--- src/rtl/trap_entry_pkg.sv ---
package trap_entry_pkg;

    localparam int XLEN         = 32;
    localparam int TT_W         = 8;
    localparam int TT_LSB       = 4;
    localparam int BASE_LSB     = TT_LSB + TT_W;
    localparam int BASE_W       = XLEN - BASE_LSB;
    localparam int REG_IDX_W    = 5;
    localparam int PC_SAVE_IDX  = 17;
    localparam int NPC_SAVE_IDX = 18;
    localparam int FETCH_STEP   = 4;

    typedef enum logic [1:0] {
        TE_IDLE   = 2'd0,
        TE_COMMIT = 2'd1,
        TE_HALT   = 2'd2
    } te_state_e;

    // Snapshot taken on the accepting edge
    typedef struct packed {
        logic [XLEN-1:0]   pc;
        logic [XLEN-1:0]   npc;
        logic [BASE_W-1:0] tbr_base;
        logic [TT_W-1:0]   tt;
        logic              sup;
    } trap_ctx_t;

    // Mode bits published on completion
    typedef struct packed {
        logic sup;
        logic prev_sup;
        logic trap_en;
    } mode_bits_t;

    // Fetch redirection result
    typedef struct packed {
        logic [XLEN-1:0] tbr;
        logic [XLEN-1:0] pc;
        logic [XLEN-1:0] npc;
    } vector_t;

    function automatic logic [XLEN-1:0] compose_tbr(
        input logic [BASE_W-1:0] base,
        input logic [TT_W-1:0]   tt
    );
        return {base, tt, {TT_LSB{1'b0}}};
    endfunction

    function automatic mode_bits_t enter_mode(input logic old_sup);
        mode_bits_t m;
        m.sup      = 1'b1;
        m.prev_sup = old_sup;
        m.trap_en  = 1'b0;
        return m;
    endfunction

endpackage

--- src/rtl/trap_window_step.sv ---
module trap_window_step #(
    parameter int NWIN  = 8,
    parameter int CWP_W = $clog2(NWIN)
) (
    input  logic [CWP_W-1:0] cur,
    output logic [CWP_W-1:0] nxt
);

    localparam logic [CWP_W-1:0] LAST_WIN = CWP_W'(NWIN - 1);

    generate
        if ((NWIN & (NWIN - 1)) == 0) begin : g_pow2
            // Width equals log2(NWIN): unsigned underflow is the wrap
            assign nxt = cur - 1'b1;
        end else begin : g_generic
            assign nxt = (cur == '0) ? LAST_WIN : cur - 1'b1;
        end
    endgenerate

    always_comb begin
        assert_wrap_R4: assert ((cur != '0) || (nxt == LAST_WIN))
            else $error("window step did not wrap to the last window");
    end

endmodule

--- src/rtl/trap_vector_form.sv ---
module trap_vector_form
    import trap_entry_pkg::*;
(
    input  logic [BASE_W-1:0] base,
    input  logic [TT_W-1:0]   tt,
    output vector_t           vec
);

    always_comb begin
        vec.tbr = compose_tbr(base, tt);
        vec.pc  = vec.tbr;
        vec.npc = vec.tbr + XLEN'(FETCH_STEP);
    end

endmodule

--- src/rtl/trap_entry_fsm.sv ---
module trap_entry_fsm
    import trap_entry_pkg::*;
(
    input  logic clk,
    input  logic rst,
    input  logic req,
    input  logic trap_en,
    output logic accept,
    output logic commit,
    output logic idle,
    output logic halted,
    output logic done
);

    te_state_e state_q, state_d;

    assign idle   = (state_q == TE_IDLE);
    assign commit = (state_q == TE_COMMIT);
    assign halted = (state_q == TE_HALT);
    assign accept = idle && req && trap_en;

    always_comb begin
        state_d = state_q;
        unique case (state_q)
            TE_IDLE: begin
                if (req && trap_en)       state_d = TE_COMMIT;
                else if (req && !trap_en) state_d = TE_HALT;
            end
            TE_COMMIT: state_d = TE_IDLE;
            TE_HALT:   state_d = TE_HALT;
            default:   state_d = TE_IDLE;
        endcase
    end

    always_ff @(posedge clk) begin
        if (rst) begin
            state_q <= TE_IDLE;
            done    <= 1'b0;
        end else begin
            state_q <= state_d;
            done    <= commit;
        end
    end

    assert_done_pulse_R3: assert property (@(posedge clk) disable iff (rst)
        done |=> !done)
        else $error("done held longer than one cycle");

    assert_halt_sticky_R9: assert property (@(posedge clk) disable iff (rst)
        halted |=> halted)
        else $error("error state left without reset");

    assert_accept_leads_commit_R2: assert property (@(posedge clk) disable iff (rst)
        accept |=> (commit && !idle))
        else $error("accepted request did not enter commit");

endmodule

--- src/rtl/trap_entry_unit.sv ---
module trap_entry_unit
    import trap_entry_pkg::*;
#(
    parameter int NWIN  = 8,
    parameter int CWP_W = $clog2(NWIN)
) (
    input  logic                 clk,
    input  logic                 rst,
    input  logic                 trap_req,
    input  logic [TT_W-1:0]      trap_num,
    input  logic [XLEN-1:0]      pc_in,
    input  logic [XLEN-1:0]      npc_in,
    input  logic [CWP_W-1:0]     cwp_in,
    input  logic                 sup_in,
    input  logic                 trap_en_in,
    input  logic [XLEN-1:0]      tbr_in,
    output logic                 idle,
    output logic                 done,
    output logic                 err_halt,
    output logic [CWP_W-1:0]     cwp_out,
    output logic                 sup_out,
    output logic                 prev_sup_out,
    output logic                 trap_en_out,
    output logic [XLEN-1:0]      tbr_out,
    output logic [XLEN-1:0]      pc_out,
    output logic [XLEN-1:0]      npc_out,
    output logic                 rf_we,
    output logic [CWP_W-1:0]     rf_win,
    output logic [REG_IDX_W-1:0] rf_pc_idx,
    output logic [XLEN-1:0]      rf_pc_data,
    output logic [REG_IDX_W-1:0] rf_npc_idx,
    output logic [XLEN-1:0]      rf_npc_data
);

    logic       accept, commit;
    trap_ctx_t  ctx_q;
    logic [CWP_W-1:0] cwp_q, cwp_next;
    vector_t    vec;
    mode_bits_t mode_next;

    trap_entry_fsm u_fsm (
        .clk     (clk),
        .rst     (rst),
        .req     (trap_req),
        .trap_en (trap_en_in),
        .accept  (accept),
        .commit  (commit),
        .idle    (idle),
        .halted  (err_halt),
        .done    (done)
    );

    // Snapshot on acceptance; later input changes are ignored
    always_ff @(posedge clk) begin
        if (rst) begin
            ctx_q <= '0;
            cwp_q <= '0;
        end else if (accept) begin
            ctx_q.pc       <= pc_in;
            ctx_q.npc      <= npc_in;
            ctx_q.tbr_base <= tbr_in[XLEN-1:BASE_LSB];
            ctx_q.tt       <= trap_num;
            ctx_q.sup      <= sup_in;
            cwp_q          <= cwp_in;
        end
    end

    // tbr_in low bits are replaced by the trap number and zeros
    logic unused_tbr_low;
    assign unused_tbr_low = ^tbr_in[BASE_LSB-1:0];

    trap_window_step #(.NWIN(NWIN), .CWP_W(CWP_W)) u_step (
        .cur (cwp_q),
        .nxt (cwp_next)
    );

    trap_vector_form u_vec (
        .base (ctx_q.tbr_base),
        .tt   (ctx_q.tt),
        .vec  (vec)
    );

    assign mode_next = enter_mode(ctx_q.sup);

    // Architectural state and register-file strobes, published together
    always_ff @(posedge clk) begin
        if (rst) begin
            cwp_out      <= '0;
            sup_out      <= 1'b0;
            prev_sup_out <= 1'b0;
            trap_en_out  <= 1'b0;
            tbr_out      <= '0;
            pc_out       <= '0;
            npc_out      <= '0;
            rf_we        <= 1'b0;
            rf_win       <= '0;
            rf_pc_data   <= '0;
            rf_npc_data  <= '0;
        end else begin
            rf_we <= commit;
            if (commit) begin
                cwp_out      <= cwp_next;
                sup_out      <= mode_next.sup;
                prev_sup_out <= mode_next.prev_sup;
                trap_en_out  <= mode_next.trap_en;
                tbr_out      <= vec.tbr;
                pc_out       <= vec.pc;
                npc_out      <= vec.npc;
                rf_win       <= cwp_next;
                rf_pc_data   <= ctx_q.pc;
                rf_npc_data  <= ctx_q.npc;
            end
        end
    end

    assign rf_pc_idx  = REG_IDX_W'(PC_SAVE_IDX);
    assign rf_npc_idx = REG_IDX_W'(NPC_SAVE_IDX);

    assert_we_with_done_R5: assert property (@(posedge clk) disable iff (rst)
        rf_we == done)
        else $error("write strobe and done disagree");

    assert_win_matches_R5: assert property (@(posedge clk) disable iff (rst)
        rf_we |-> (rf_win == cwp_out))
        else $error("write window differs from new pointer");

    assert_entry_mode_R6: assert property (@(posedge clk) disable iff (rst)
        done |-> (sup_out && !trap_en_out))
        else $error("mode bits wrong on completion");

    assert_fetch_pair_R8: assert property (@(posedge clk) disable iff (rst)
        done |-> ((pc_out == tbr_out) && (npc_out == pc_out + XLEN'(FETCH_STEP))))
        else $error("fetch redirection inconsistent");

    assert_halt_quiet_R9: assert property (@(posedge clk) disable iff (rst)
        err_halt |-> (!done && !rf_we))
        else $error("activity while halted");

    assert_state_hold_R11: assert property (@(posedge clk) disable iff (rst)
        !commit |=> ($stable(cwp_out) && $stable(tbr_out) && $stable(pc_out)
                     && $stable(sup_out) && $stable(trap_en_out)))
        else $error("state changed outside completion");

endmodule

--- config.mk ---
export PLATFORM = sky130hd
export DESIGN_NAME = trap_entry_unit
export DESIGN_NICKNAME = d
export VERILOG_FILES = /design/src/rtl/trap_entry_pkg.sv /design/src/rtl/trap_window_step.sv /design/src/rtl/trap_vector_form.sv /design/src/rtl/trap_entry_fsm.sv /design/src/rtl/trap_entry_unit.sv
export SDC_FILE = /design/constraint.sdc
export NUM_CORES = 1
export LEC_CHECK = 0
export BUFFER_PORTS_ARGS = -buffer_cell sky130_fd_sc_hd__buf_2
export CAP_MARGIN = 0
export CORE_ASPECT_RATIO = 1.4
export CORE_MARGIN = 4
export CORE_UTILIZATION = 50
export CTS_BUF_LIST = sky130_fd_sc_hd__clkbuf_8
export DETAILED_ROUTE_END_ITERATION = 16
export GPL_TIMING_DRIVEN = 1
export PLACE_DENSITY = 0.86
export RECOVER_POWER = 25
export SYNTH_ARGS = -nofsm -noshare
export SYNTH_HDL_FRONTEND = slang
export SYNTH_SLANG_ARGS = --single-unit
--- constraint.sdc ---
create_clock -name clk -period 1.6 [get_ports clk]
set_clock_uncertainty 0.05 [all_clocks]
set_input_delay 0.08 -clock clk [delete_from_list [all_inputs] [get_ports clk]]
set_output_delay 0.08 -clock clk [all_outputs]
set_load 0.1 [all_outputs]
; ---- Word level (Yosys, flattened, before mapping)
; Index checks and enable logic that the tools add are counted.
[word_totals]
reg_bits = 228
inputBits = 112
output_inout_bits = 183
elab_cells = 29
[op_classes]
add_sub_neg = 2
eq_ne = 3
mux = 3
n_reduce_logical = 6
[op_table]
columns = cell, n
row1 = adder 32 x 3 -> 32 bit (second input constant), 1
row2 = logical AND 1 bit, 4
row3 = two-way mux 2 bit, 2
row4 = one-hot mux 2 bit (2 select lines), 1
row5 = != test 3 bit (second input constant), 1
row6 = subtractor 3 x 1 -> 3 bit (second input constant), 1
row7 = == test 2 x 1 -> 1 bit (second input constant), 1
row8 = == test 2 bit (second input constant), 1
row9 = logical NOT 2 bit, 1
row10 = logical NOT 1 bit, 1

; ---- Longest topological paths before layout
[logic_depth]
depth_word = 5
depth_mapped = 6
ltp_nobuf = 4

; ---- By module
; Synthesis repeated with hierarchy kept, for this count alone.
[hier_totals]
cells_unflattened = 975
area_unflattened_um2 = 10443.8
[modules_own_cells]
columns = mod, n_inst, cells_each, area_per_inst_um2, seq_area_each_um2
row1 = trap_entry_unit, 1, 860, 9557.9, 5245.0
row2 = trap_vector_form, 1, 98, 728.2, 0.0
row3 = trap_entry_fsm, 1, 12, 125.1, 60.1
row4 = trap_window_step, 1, 5, 32.5, 0.0

; ---- Least setup slack after synthesis
; No wires, ideal clock.
[synth_path]
kind = register -> output
from = register u_fsm.state_q[1]
to = output port err_halt
arrival_time_ns = 1.747
required_ns = 1.470
slack_ns = -0.277
stages_incl_launch_ff = 2
n_path_buf = 0
cell_sequence = dfxtp_1 nor2b_1
[synth_between]
elab_chain_cells = 1
[synth_lines]
columns = item, line
row1 = start: declaration, trap_entry_fsm.sv:15  ; te_state_e state_q, state_d;
row2 = start signal: assignment, trap_entry_fsm.sv:40  ; state_q <= state_d;
row3 = == test 2 bit, trap_entry_fsm.sv:19  ; assign halted = (state_q == TE_HALT);
row4 = end: declaration, trap_entry_unit.sv:19  ; output logic err_halt,
; Every way passes these cells.

; ---- Worst setup path after layout
[layout_path]
from = input port trap_req
to = register ctx_q[62] (netlist bit)
[layout_between]
elab_chain_cells = 2
[layout_lines]
columns = item, line
row1 = start: declaration, trap_entry_unit.sv:9  ; input logic trap_req,
row2 = logical AND 1 bit (2 in a row), trap_entry_fsm.sv:20  ; assign accept = idle && req && trap_en;
row3 = end: declaration, trap_entry_unit.sv:36  ; trap_ctx_t ctx_q;
; Every way passes these cells.
; A chain may end at the register's enable or synchronous reset.

==> flow_metrics.py <==
metrics = {
    "logic_synthesis": {
        "synth.area.top_cells": "dfxtp_1 53%, nand2_1 19%, a21oi_1 13%",
        "synth_top_area_share_pct": 53.1,
        "synth.distinct_cells": 19,
        "yosysMostFrequentCell": "nand2_1",
        "syn-cell-area_mm2": 0.00738,
        "avgSynthCellArea_um2": 7.89,
        "synth_ff_type": "dfxtp_1",
        "synth_seq_cells": 196,
        "ys_seq_area_share_pct": 53.1,
        "yosysWarnings": 0,
        "yosys.area.top_type": "dfxtp_1",
        "synth_cells": 936,
        "synth_edf_count": 0,
        "synthTopCellsByCount": "378 x nand2_1, 196 x dfxtp_1, 190 x a21oi_1, 83 x buf_4, 33 x buf_2",
        "async_flop_share_pct": 0,
    },
    "timing": {
        "fin_crit_sh_pct": 93.0,
        "fmax_mhz": 672,
        "rsz0062_at_grt": "false",
        "fin_tns_setup_ns": 0,
        "tightest_slew_ns": 0.829,
        "fin_crit_ns": 1.49,
        "hold_viol_final": 0,
        "maxSlewViolCount": 0,
        "setup_viol_count_final": 0,
        "timing.final.ws_setup_ns": 0.113,
        "slew_headroom_pct": 44.8,
    },
    "clock_tree": {
        "cts_sinks": 196,
        "clockRootBuffer": "clkbuf_8",
        "clk_latency_ns": 0.44,
        "path_clk_slew_ns": 0.10,
        "cts.htree.levels": 4,
        "tritoncts": "done",
        "cts_made_buffers": 17,
        "clk_path_buf_depth": 2,
    },
    "power": {
        "total_power_uw": 9830,
        "peakVddDrop_mv": 0.683,
        "power_per_cell_area_mw_per_mm2": 1000,
        "leakage_uw": 0.00421,
    },
    "final_layout": {
        "n_fill_cell": 1089,
        "finalNetCount": 1320,
        "drive_gt1_share_pct": 26.3,
        "utilization_pct": 68.0,
        "area_delta_synth_final_pct": 32.9,
    },
    "drt": {
        "via_count": 7078,
        "ant_nets": 0,
        "first_iter_violations": 383,
        "route.detailed.drc": 0,
        "via_per_inst": 5.02,
        "firstDrtPassIters": 5,
        "wl_um": 21200,
        "wl_per_cell_um": 15.0,
    },
    "worst_setup_path": {
        "cp.required_ns": 1.90,
        "crit_type": "input pin to register",
        "critPathCaptureType": "register",
        "critical_path_peak_fanout": 26,
        "critPathLaunchType": "input pin",
        "cp.arrival_ns": 1.79,
    },
    "grt": {
        "antenna_found_initial": 3,
        "track_usage_pct": 24.4,
        "grt_overflow_total": 0,
        "grt_pass1_vias": 6741,
        "grt_max_degree": 59,
        "grt_pass1_wl_um": 33500,
    },
    "placed_design": {
        "io_buffers": 260,
        "place_congestion": 0.797,
        "post-dp-hpwl_um": 12600,
        "post-place-ws_ns": 0.143,
    },
    "die": {
        "die_area_mm2": 0.0168,
        "coreArea_mm2": 0.0144,
        "die_w_um": 111,
        "io_pins": 295,
        "rows": 52,
        "fp.dieH_um": 152,
        "start_util_pct": 51.1,
    },
    "job": {
        "maxCapViolations": 0,
    },
    "run_status": {
        "outcome": "finished clean",
    },
    "min_path": {
        "hold_class": "input pin to register",
    },
}
[kinds of logic (layout without fill, tap and decap cells)]
kind of cell,after synthesis,in the layout,synth area share (%)
flip-flops,196,196,53.1
AND/OR/NAND/NOR,392,392,20.2
XOR/XNOR,1,1,0.119
buffers and inverters,151,414,13.1
AO/OA/AOI/OAI,193,193,13.2
other,2,23,0.102
adder cells (fa/ha/maj),1,1,0.169
[timing repair]
| item | CTS | global route |
|---|---|---|
| endpoints found under the hold margin | 116 | 0 |
| hold buffers | 99 | 0 |
| setup buffers | 0 | 0 |
| gates resized for setup | 1 | 3 |
| endpoints found under the setup margin | 1 | 4 |
[state kept, by name (all words and copies together) (netlist names)]
name           cells
ctx_q             93
cwp_q              3
npc_out            2
pc_out            27
prev_sup_out       1
rf_npc_data       32
rf_pc_data        32
rf_win             3
u_fsm.done         1
u_fsm.state_q      2
[path summary, 6_finish.rpt]
kind / start / to / slack [ns] / cells after the start
worst max register to register: u_fsm.state_q[1] / ctx_q[62] / 0.12 / 5
worst max-delay path: trap_req / ctx_q[62] / 0.11 / 7
worst min-delay path: trap_en_in / u_fsm.state_q[0] / 0.20 / 4
worst min register to register: ctx_q[78] / rf_pc_data[17] / 0.40 / 2
[final cells by class]
class / count / area (um2) / share of cell area [%]
Antenna cell: 1 / 2.50 / 0.0255
Clock buffer: 18 / 248 / 2.52
Clock inverter: 13 / 165 / 1.68
Inverter: 3 / 11.3 / 0.115
Multi-Input combinational cell: 609 / 2620 / 26.7
Sequential cell: 196 / 3930 / 40.0
Tap cell: 189 / 236 / 2.41
Timing Repair Buffer: 380 / 2600 / 26.5
[worst max-delay path, cell delays in order]
cell	delay [ns]
dlygate4sd3_1	0.54
buf_2	0.16
nor4bb_4	0.38
buf_4	0.21
buf_12	0.17
nand2_1	0.07
a21oi_1	0.18
[where the power goes]
group	switching, uW	internal [uW]	leakage (uW)
sequential	79.5	5020	0.00159
clock	1780	1480	0.000207
combinational	1010	459	0.00241
[through the flow]
stage	hold slack, ns	std cells	instance area, um2
5_1_grt	0.218	1409	9820
2_1_floorplan	0.166	956	7460
3_3_place_gp	0.271	1278	8420
6_report	0.200	1409	9820
4_1_cts	0.186	1408	9830
3_5_place_dp	0.275	1278	8420
[per-layer routing]
| layer | routed length [um] | vias to the layer above | track usage [%] | part of all wire [%] |
|---|---|---|---|---|
| met3 | 1370 | 85 | 6.12 | 6.5 |
| met4 | 975 | 4 | 12.4 | 4.6 |
| li1 | - | 3406 | - | - |
| met5 | 15 | - | 0 | 0.071 |
| met2 | 10900 | 317 | 43.4 | 52 |
| met1 | 7870 | 3266 | 27.0 | 37 |
[cell usage in the layout, fill, tap and decap left out, drive strengths merged]
master	netlist	final
nor2	8	8
clkinv	0	5
dfxtp	196	196
nand2b	1	1
nor2b	2	2
clkinvlp	0	1
xnor2	1	1
ha	1	1
nor3	1	1
inv	3	8
a211oi	3	3
diode	0	1
nand2	378	378
a21oi	190	190
clkbuf	24	60
nand4bb	1	1
buf	124	239
dlygate4sd3	0	99
bufinv	0	2
nor4bb	1	1
conb	2	22
Note: power is estimated with default switching activity, not from simulation.
